## src/rtl/rstseq_pkg.sv

```systemverilog
package rstseq_pkg;

   typedef enum logic [2:0] {
      PH_IDLE    = 3'd0,
      PH_LONG    = 3'd1,
      PH_DRIVE   = 3'd2,
      PH_STRETCH = 3'd3,
      PH_EXT     = 3'd4
   } phase_e;

   localparam int unsigned FLAG_N   = 6;
   localparam int unsigned F_POR    = 0;
   localparam int unsigned F_PIN    = 1;
   localparam int unsigned F_WDOG   = 2;
   localparam int unsigned F_ILLOP  = 3;
   localparam int unsigned F_ILLADR = 4;
   localparam int unsigned F_LVD    = 5;

endpackage

```

## src/rtl/rstseq_pin_sync.sv

```systemverilog
module rstseq_pin_sync #(
   parameter int unsigned STAGES = 2
) (
   input  logic clk,
   input  logic por_rst,
   input  logic pin_in_n,
   output logic pin_low_s
);

   generate
      if (STAGES < 2) begin : g_bad_stages
         $error("rstseq_pin_sync: STAGES must be at least 2");
      end
   endgenerate

   logic [STAGES-1:0] chain;

   // Clears to "pin low": the pad is pulled low while power-on is asserted.
   always_ff @(posedge clk or posedge por_rst) begin
      if (por_rst) chain <= '0;
      else         chain <= {chain[STAGES-2:0], pin_in_n};
   end

   assign pin_low_s = ~chain[STAGES-1];

endmodule

```

## src/rtl/rstseq_phase_fsm.sv

```systemverilog
module rstseq_phase_fsm
   import rstseq_pkg::*;
#(
   parameter int unsigned LONG_CYCLES    = 4096,
   parameter int unsigned DRIVE_CYCLES   = 32,
   parameter int unsigned STRETCH_CYCLES = 32,
   parameter int unsigned CYC_W          = 12
) (
   input  logic             clk,
   input  logic             por_rst,
   input  logic             any_req,
   input  logic             long_req,
   input  logic             pin_low_s,
   output logic             pin_pull_low,
   output logic             core_rst,
   output logic [CYC_W-1:0] cyc_count
);

   localparam int unsigned MAX_DS = (DRIVE_CYCLES > STRETCH_CYCLES) ? DRIVE_CYCLES : STRETCH_CYCLES;
   localparam int unsigned MAX_PH = (LONG_CYCLES > MAX_DS) ? LONG_CYCLES : MAX_DS;
   localparam int unsigned PW     = $clog2(MAX_PH + 1);
   localparam logic [PW-1:0] LONG_M1    = PW'(LONG_CYCLES - 1);
   localparam logic [PW-1:0] DRIVE_M1   = PW'(DRIVE_CYCLES - 1);
   localparam logic [PW-1:0] STRETCH_M1 = PW'(STRETCH_CYCLES - 1);

   generate
      if (LONG_CYCLES < 1 || DRIVE_CYCLES < 1 || STRETCH_CYCLES < 1) begin : g_bad_len
         $error("rstseq_phase_fsm: every phase needs at least one cycle");
      end
   endgenerate

   phase_e        phase;
   logic [PW-1:0] left;

   always_ff @(posedge clk or posedge por_rst) begin
      if (por_rst) begin
         phase <= PH_LONG;
         left  <= LONG_M1;
      end else if (any_req) begin
         phase <= long_req ? PH_LONG : PH_DRIVE;
         left  <= long_req ? LONG_M1 : DRIVE_M1;
      end else begin
         unique case (phase)
            PH_LONG: begin
               if (left == '0) begin
                  phase <= PH_DRIVE;
                  left  <= DRIVE_M1;
               end else begin
                  left <= left - 1'b1;
               end
            end
            PH_DRIVE: begin
               if (left == '0) begin
                  phase <= PH_STRETCH;
                  left  <= STRETCH_M1;
               end else begin
                  left <= left - 1'b1;
               end
            end
            PH_STRETCH: begin
               if (left == '0) phase <= PH_IDLE;
               else            left  <= left - 1'b1;
            end
            PH_EXT: begin
               if (!pin_low_s) begin
                  phase <= PH_STRETCH;
                  left  <= STRETCH_M1;
               end
            end
            default: begin
               if (pin_low_s) phase <= PH_EXT;
            end
         endcase
      end
   end

   assign pin_pull_low = (phase == PH_LONG) || (phase == PH_DRIVE);
   assign core_rst     = (phase != PH_IDLE);

   always_ff @(posedge clk or posedge por_rst) begin
      if (por_rst)      cyc_count <= '0;
      else if (any_req) cyc_count <= '0;
      else              cyc_count <= cyc_count + 1'b1;
   end

   // Checker state: length of the current pad-drive run since the last request.
   localparam int unsigned RUN_MAX = LONG_CYCLES + DRIVE_CYCLES + 1;
   localparam int unsigned RW      = $clog2(RUN_MAX + 1);
   localparam logic [RW-1:0] RUN_LIM = RW'(LONG_CYCLES + DRIVE_CYCLES);
   localparam logic [RW-1:0] RUN_TOP = RW'(RUN_MAX);
   logic [RW-1:0] drive_run;

   always_ff @(posedge clk or posedge por_rst) begin
      if (por_rst)                             drive_run <= '0;
      else if (any_req || !pin_pull_low)       drive_run <= '0;
      else if (drive_run != RUN_TOP)           drive_run <= drive_run + 1'b1;
   end

   assert_drive_bounded_R4: assert property (@(posedge clk) disable iff (por_rst)
      drive_run <= RUN_LIM);

   assert_pull_inside_rst_R1: assert property (@(posedge clk) disable iff (por_rst)
      pin_pull_low |-> core_rst);

   assert_restart_R13: assert property (@(posedge clk) disable iff (por_rst)
      any_req |=> (pin_pull_low && core_rst));

   assert_cycle_clear_R9: assert property (@(posedge clk) disable iff (por_rst)
      any_req |=> (cyc_count == '0));

endmodule

```

## src/rtl/rstseq_pin_watch.sv

```systemverilog
module rstseq_pin_watch #(
   parameter int unsigned LONG_CYCLES    = 4096,
   parameter int unsigned DRIVE_CYCLES   = 32,
   parameter int unsigned STRETCH_CYCLES = 32,
   parameter int unsigned SYNC_STAGES    = 2,
   parameter int unsigned MARGIN         = 3
) (
   input  logic clk,
   input  logic por_rst,
   input  logic pin_low_s,
   input  logic pin_pull_low,
   input  logic long_trig,
   output logic pin_set
);

   localparam int unsigned SHORT_THR = DRIVE_CYCLES + STRETCH_CYCLES + MARGIN;
   localparam int unsigned LONG_THR  = LONG_CYCLES + SHORT_THR + SYNC_STAGES;
   localparam int unsigned CW        = $clog2(LONG_THR + 1);
   localparam logic [CW-1:0] SHORT_M1 = CW'(SHORT_THR - 1);
   localparam logic [CW-1:0] LONG_M1  = CW'(LONG_THR - 1);
   localparam logic [CW-1:0] CNT_TOP  = CW'(LONG_THR);

   logic [CW-1:0] low_cnt;
   logic          long_origin;

   always_ff @(posedge clk or posedge por_rst) begin
      if (por_rst)                low_cnt <= '0;
      else if (!pin_low_s)        low_cnt <= '0;
      else if (low_cnt != CNT_TOP) low_cnt <= low_cnt + 1'b1;
   end

   // Held until the pad is both released by the block and sensed high again.
   always_ff @(posedge clk or posedge por_rst) begin
      if (por_rst)                            long_origin <= 1'b1;
      else if (long_trig)                     long_origin <= 1'b1;
      else if (!pin_low_s && !pin_pull_low)   long_origin <= 1'b0;
   end

   assign pin_set = pin_low_s && (low_cnt >= (long_origin ? LONG_M1 : SHORT_M1));

   assert_pin_set_after_low_R7: assert property (@(posedge clk) disable iff (por_rst)
      $rose(pin_set) |-> $past(pin_low_s));

endmodule

```

## src/rtl/rstseq_status.sv

```systemverilog
module rstseq_status
   import rstseq_pkg::*;
#(
   parameter int unsigned STAT_W = 8
) (
   input  logic              clk,
   input  logic              por_rst,
   input  logic              rd,
   input  logic              set_lvd,
   input  logic              set_wdog,
   input  logic              set_illop,
   input  logic              set_illadr,
   input  logic              set_pin,
   output logic [STAT_W-1:0] stat_q
);

   generate
      if (STAT_W < FLAG_N) begin : g_bad_width
         $error("rstseq_status: STAT_W too narrow for the cause flags");
      end
   endgenerate

   logic [FLAG_N-1:0] flags;
   logic [FLAG_N-1:0] set_vec;

   always_comb begin
      set_vec           = '0;
      set_vec[F_PIN]    = set_pin;
      set_vec[F_WDOG]   = set_wdog;
      set_vec[F_ILLOP]  = set_illop;
      set_vec[F_ILLADR] = set_illadr;
      set_vec[F_LVD]    = set_lvd;
   end

   always_ff @(posedge clk or posedge por_rst) begin
      if (por_rst) flags <= FLAG_N'(1) << F_POR;
      else         flags <= (rd ? '0 : flags) | set_vec;
   end

   assign stat_q = STAT_W'(flags);

   assert_wdog_sets_R10: assert property (@(posedge clk) disable iff (por_rst)
      set_wdog |=> stat_q[F_WDOG]);

   assert_read_clears_R12: assert property (@(posedge clk) disable iff (por_rst)
      (rd && set_vec == '0) |=> (stat_q == '0));

endmodule

```

## src/rtl/reset_sequencer.sv

```systemverilog
module reset_sequencer
   import rstseq_pkg::*;
#(
   parameter int unsigned LONG_CYCLES    = 4096,
   parameter int unsigned DRIVE_CYCLES   = 32,
   parameter int unsigned STRETCH_CYCLES = 32,
   parameter int unsigned SYNC_STAGES    = 2,
   parameter int unsigned PIN_MARGIN     = 3,
   parameter int unsigned CYC_W          = 12,
   parameter int unsigned STAT_W         = 8,
   parameter int unsigned VEC_W          = 16,
   parameter logic [VEC_W-1:0] VEC_NORMAL  = 16'hFFFE,
   parameter logic [VEC_W-1:0] VEC_MONITOR = 16'hFEFE
) (
   input  logic              clk,
   input  logic              por_rst,
   input  logic              pin_in_n,
   input  logic              req_lvd,
   input  logic              req_wdog,
   input  logic              req_ill_op,
   input  logic              req_ill_addr,
   input  logic              monitor_mode,
   input  logic              stat_rd,
   output logic              pin_pull_low,
   output logic              core_rst,
   output logic [STAT_W-1:0] stat_q,
   output logic [VEC_W-1:0]  vec_hi_addr,
   output logic [VEC_W-1:0]  vec_lo_addr,
   output logic [CYC_W-1:0]  cyc_count
);

   generate
      if (VEC_NORMAL[0] || VEC_MONITOR[0]) begin : g_bad_vec
         $error("reset_sequencer: vector pair bases must be even");
      end
   endgenerate

   logic pin_low_s;
   logic any_req;
   logic pin_set;

   assign any_req = req_lvd | req_wdog | req_ill_op | req_ill_addr;

   rstseq_pin_sync #(.STAGES(SYNC_STAGES)) u_sync (
      .clk       (clk),
      .por_rst   (por_rst),
      .pin_in_n  (pin_in_n),
      .pin_low_s (pin_low_s)
   );

   rstseq_phase_fsm #(
      .LONG_CYCLES    (LONG_CYCLES),
      .DRIVE_CYCLES   (DRIVE_CYCLES),
      .STRETCH_CYCLES (STRETCH_CYCLES),
      .CYC_W          (CYC_W)
   ) u_fsm (
      .clk          (clk),
      .por_rst      (por_rst),
      .any_req      (any_req),
      .long_req     (req_lvd),
      .pin_low_s    (pin_low_s),
      .pin_pull_low (pin_pull_low),
      .core_rst     (core_rst),
      .cyc_count    (cyc_count)
   );

   rstseq_pin_watch #(
      .LONG_CYCLES    (LONG_CYCLES),
      .DRIVE_CYCLES   (DRIVE_CYCLES),
      .STRETCH_CYCLES (STRETCH_CYCLES),
      .SYNC_STAGES    (SYNC_STAGES),
      .MARGIN         (PIN_MARGIN)
   ) u_watch (
      .clk          (clk),
      .por_rst      (por_rst),
      .pin_low_s    (pin_low_s),
      .pin_pull_low (pin_pull_low),
      .long_trig    (req_lvd),
      .pin_set      (pin_set)
   );

   rstseq_status #(.STAT_W(STAT_W)) u_status (
      .clk        (clk),
      .por_rst    (por_rst),
      .rd         (stat_rd),
      .set_lvd    (req_lvd),
      .set_wdog   (req_wdog),
      .set_illop  (req_ill_op),
      .set_illadr (req_ill_addr),
      .set_pin    (pin_set),
      .stat_q     (stat_q)
   );

   assign vec_hi_addr = monitor_mode ? VEC_MONITOR : VEC_NORMAL;
   assign vec_lo_addr = vec_hi_addr + VEC_W'(1);

   assert_vec_pair_R2: assert property (@(posedge clk) disable iff (por_rst)
      (vec_lo_addr == vec_hi_addr + VEC_W'(1)) && !vec_hi_addr[0]);

   assert_read_port_R12: assert property (@(posedge clk) disable iff (por_rst)
      (stat_rd && !any_req && !pin_set) |=> (stat_q == '0));

   assert_req_holds_rst_R1: assert property (@(posedge clk) disable iff (por_rst)
      any_req |=> core_rst);

endmodule

```

## config.mk

```make
export PLATFORM = sky130hd
export DESIGN_NAME = reset_sequencer
export DESIGN_NICKNAME = d
export VERILOG_FILES = /design/src/rtl/rstseq_pkg.sv /design/src/rtl/rstseq_pin_sync.sv /design/src/rtl/rstseq_phase_fsm.sv /design/src/rtl/rstseq_pin_watch.sv /design/src/rtl/rstseq_status.sv /design/src/rtl/reset_sequencer.sv
export SDC_FILE = /design/constraint.sdc
export NUM_CORES = 1
export LEC_CHECK = 0
export BUFFER_PORTS_ARGS = -buffer_cell sky130_fd_sc_hd__buf_2
export CORE_ASPECT_RATIO = 0.5
export CORE_MARGIN = 2
export CORE_UTILIZATION = 59
export CTS_CLUSTER_DIAMETER = 80
export DETAILED_ROUTE_END_ITERATION = 16
export GPL_TIMING_DRIVEN = 0
export PLACE_DENSITY = 0.88
export SLEW_MARGIN = 10
export SYNTH_ARGS = -nofsm -noshare
export SYNTH_HDL_FRONTEND = slang
export SYNTH_SLANG_ARGS = --single-unit
```

## constraint.sdc

```tcl
create_clock -name clk -period 3.2 [get_ports clk]
set_clock_uncertainty 0.15 [all_clocks]
set_input_delay 0.8 -clock clk [delete_from_list [all_inputs] [get_ports clk]]
set_output_delay 0.8 -clock clk [all_outputs]
set_load 0.02 [all_outputs]
```

==> results by group <==
Placed design
  – Post-DP Area: 3230 um^2
  – Port buffer count: 30
  – DP Wirelength: 4.13 mm
  – Placed cell count: 431
  – Final GP Congestion: 0.892

Synthesis
  – Top_reg_cell synth: dfrtp_1
  – Post-synth EDFFs: 0
  – Mapped Avg Cell Area: 9.42 um^2
  – Synth cell count leaders: nor2_1 (36), dfrtp_1 (35), buf_4 (33)
  – Dominant cell type by area after synthesis: dfrtp_1
  – Sequential area share after synthesis: 44.4%
  – Post-synthesis cell count: 304
  – Netlist cell types: 50
  – Yosys Warn Count: 0
  – Register bit count reported by yosys: 50
  – Ys async rst share: 100%
  – Top-count cell post-synth: nor2_1
  – Mapped Area: 2860 um^2
  – Top cells by area, synth: dfrtp_1 (31%), dfstp_2 (14%), buf_4 (8.7%)
  – Yosys top cell area share: 30.6%

Cells and area
  – Final non-filler cell total: 439
  – FF/Latch Area: 1270 um^2
  – Diodes inserted: 0
  – # fillers: 329
  – Nets: 389
  – Area grow syn2layout: 16.6%
  – Layout cells sized above 1: 24.9%
  – Footprint of the multi-input gates: 1370 um^2
  – Final instance area: 3340 um^2

Timing
  – RSZ-0062 raised after global routing: no
  – FMAX: 354 MHz
  – TNS Setup: 0 ns
  – Fin crit share: 88.3%
  – Worst-Margin Slew: 1.01 ns
  – Hold Vio Cnt, Final: 0
  – Final Max Tran Viols: 0
  – Hold WS: 0.210 ns
  – Tmin final: 2.83 ns
  – # setup viols final: 0
  – Relative slew margins: 32.2%

Critical path
  – CP required: 3.28 ns
  – Crit start category: input pin
  – Worst Setup Path Type: input pin to flop
  – Critical Path Fanout Max: 10
  – Critical Path Source: req_lvd
  – Worst R2R Start: u_fsm.left[0]
  – Critical Path AT: 2.90 ns
  – Crit. End Element: flop

Floorplanning
  – Initial Utilization: 63.2%
  – Die Wd: 103 um
  – Core ar.: 4530 um^2
  – Core Rows: 17
  – Die Y: 53.3 um
  – I/O pin cnt: 63
  – Die area: 5460 um^2

Run
  – Max-cap viol count: 0

Routing
  – Average wire per standard cell: 13.3 um
  – Vias: 2,316
  – DRT Pass-1 Iters: 5
  – Residual DRC: 0
  – Detail Route Antenna Nets: 0
  – Final wirelength: 5.82 mm
  – Vias per inst: 5.28
  – DR iter-0 viols: 103

Global route
  – Vias in the first global route: 2,136
  – First-pass GRT wire length: 9.42 mm
  – Grt ovf: 0
  – Largest net degree at the start of global routing: 35
  – GRT Util Overall: 22.6%
  – Initial antenna violation count: 0

Power
  – Total Power: 1290 uW
  – Pwr Density: 387 nW/um^2
  – Switch share: 25.8%
  – Clock power share: 34.1%
  – Cell Int Power: 958 uW
  – Combinational share of power: 13.7%
  – Sequential share of power: 52.2%
  – Pleak: 0.00156 uW
  – Switch Pwr: 333 uW
  – Worst IR Drop VDD: 224 uV

CTS
  – H-Tree Depth: 2
  – Clock edge transition at the registers on the reported setup and hold paths: 0.08 ns
  – Setup bufs post-CTS: 0
  – PostCTS Resize Cnt: 0
  – Number of buffers created by CTS: 5
  – CTS root buf: clkbuf_8
  – Clock Path Buffers: 2
  – Hold buffers post-CTS: 0
  – Clk_lat worst skew: 0.31 ns
  – CTS sink count: 50
  – CTS tree: yes

Run status
  – Outcome: finished, final reports clean

Hold path
  – Worst min path class: flop to flop
  – Hold Path Origin: u_sync.chain[0]
==> registers in the layout, indices dropped and copies added (netlist names) <==
| signal | flops |
|---|---|
| u_sync.chain | 2 |
| u_fsm.cyc_count | 12 |
| u_fsm.phase | 3 |
| u_watch.long_origin | 1 |
| u_fsm.left | 13 |
| u_watch.low_cnt | 13 |
| u_status.flags | 6 |
==> logic make-up (layout without fill, tap and decap cells) <==
kind of cell / after synthesis / count (layout) / synth area share [%]
AO/OA/AOI/OAI: 67 / 67 / 15.2
XOR/XNOR: 20 / 20 / 6.12
adder cells (fa/ha/maj): 8 / 8 / 3.50
buffers and inverters: 56 / 95 / 11.7
flip-flops: 50 / 50 / 44.4
multiplexers: 1 / 1 / 0.393
other: 2 / 32 / 0.262
AND/OR/NAND/NOR: 100 / 100 / 18.5
==> worst max-delay path, cell delays in order <==
cell and delay (ns):
buf_2 0.13, or4_1 0.53, clkbuf_1 0.25, nor4_1 0.82, a31oi_1 0.20, a31oi_1 0.17
==> routing by layer <==
metal | GRT usage (%) | share of wire (%) | up-vias
li1 | - | - | 1129
met1 | 27.4 | 43 | 1087
met2 | 40.7 | 49 | 90
met3 | 4.89 | 7.0 | 10
met4 | 7.33 | 0.94 | 0
met5 | 0 | 0 | -
==> path summary, 6_finish.rpt <==
check | slack (ns) | end | cells past startpoint
min in group asynchronous | 0.31 | u_watch.low_cnt[10] | 2
max reg2reg | 0.63 | u_fsm.left[12] | 7
min | 0.21 | u_sync.chain[1] | 0
min reg2reg | 0.21 | u_sync.chain[1] | 0
max | 0.37 | u_fsm.left[12] | 6
max in group asynchronous | 2.02 | u_fsm.left[1] | 3
==> final cells by class <==
type	instances	area share, %
inverter	13	1.46
clock buffer	6	2.17
clock inverter	2	1.12
timing repair buffer	31	5.10
multi-input combinational	228	41.1
sequential	50	38.0
buffer	43	8.55
tap	66	2.47
==> stage by stage <==
stage	util, %	worst slack, ns
4_1_cts	73.7	0.459
3_5_place_dp	71.3	0.163
6_report	73.7	0.374
5_1_grt	73.7	0.282
3_3_place_gp	70.8	0.202
2_1_floorplan	-	0.631
==> cells in the final DEF, fill, tap and decap left out, types with 7 or more instances in the layout <==
master and n:
a21o_1 7, conb_1 32, xor2_1 11, inv_1 12
ha_1 8, dfstp_2 15, o21ai_1 10, xnor2_1 9
dfrtp_1 35, a21oi_1 12, nand2_1 10, or3_1 8
nand3_1 10, buf_2 30, nor2_1 36, clkbuf_1 11
buf_4 33, nor3_1 7, o21ai_0 9
==> power groups by stage <==
stage / Clock [uW] / Sequential [uW] / Combinational (uW)
after floorplan: 0 / 686 / 135
after global placement: 0 / 683 / 165
after detailed placement: 0 / 685 / 174
after CTS: 450 / 673 / 175
after global routing: 477 / 677 / 194
final: 440 / 674 / 176
Note: power is estimated with default switching activity, not from simulation.
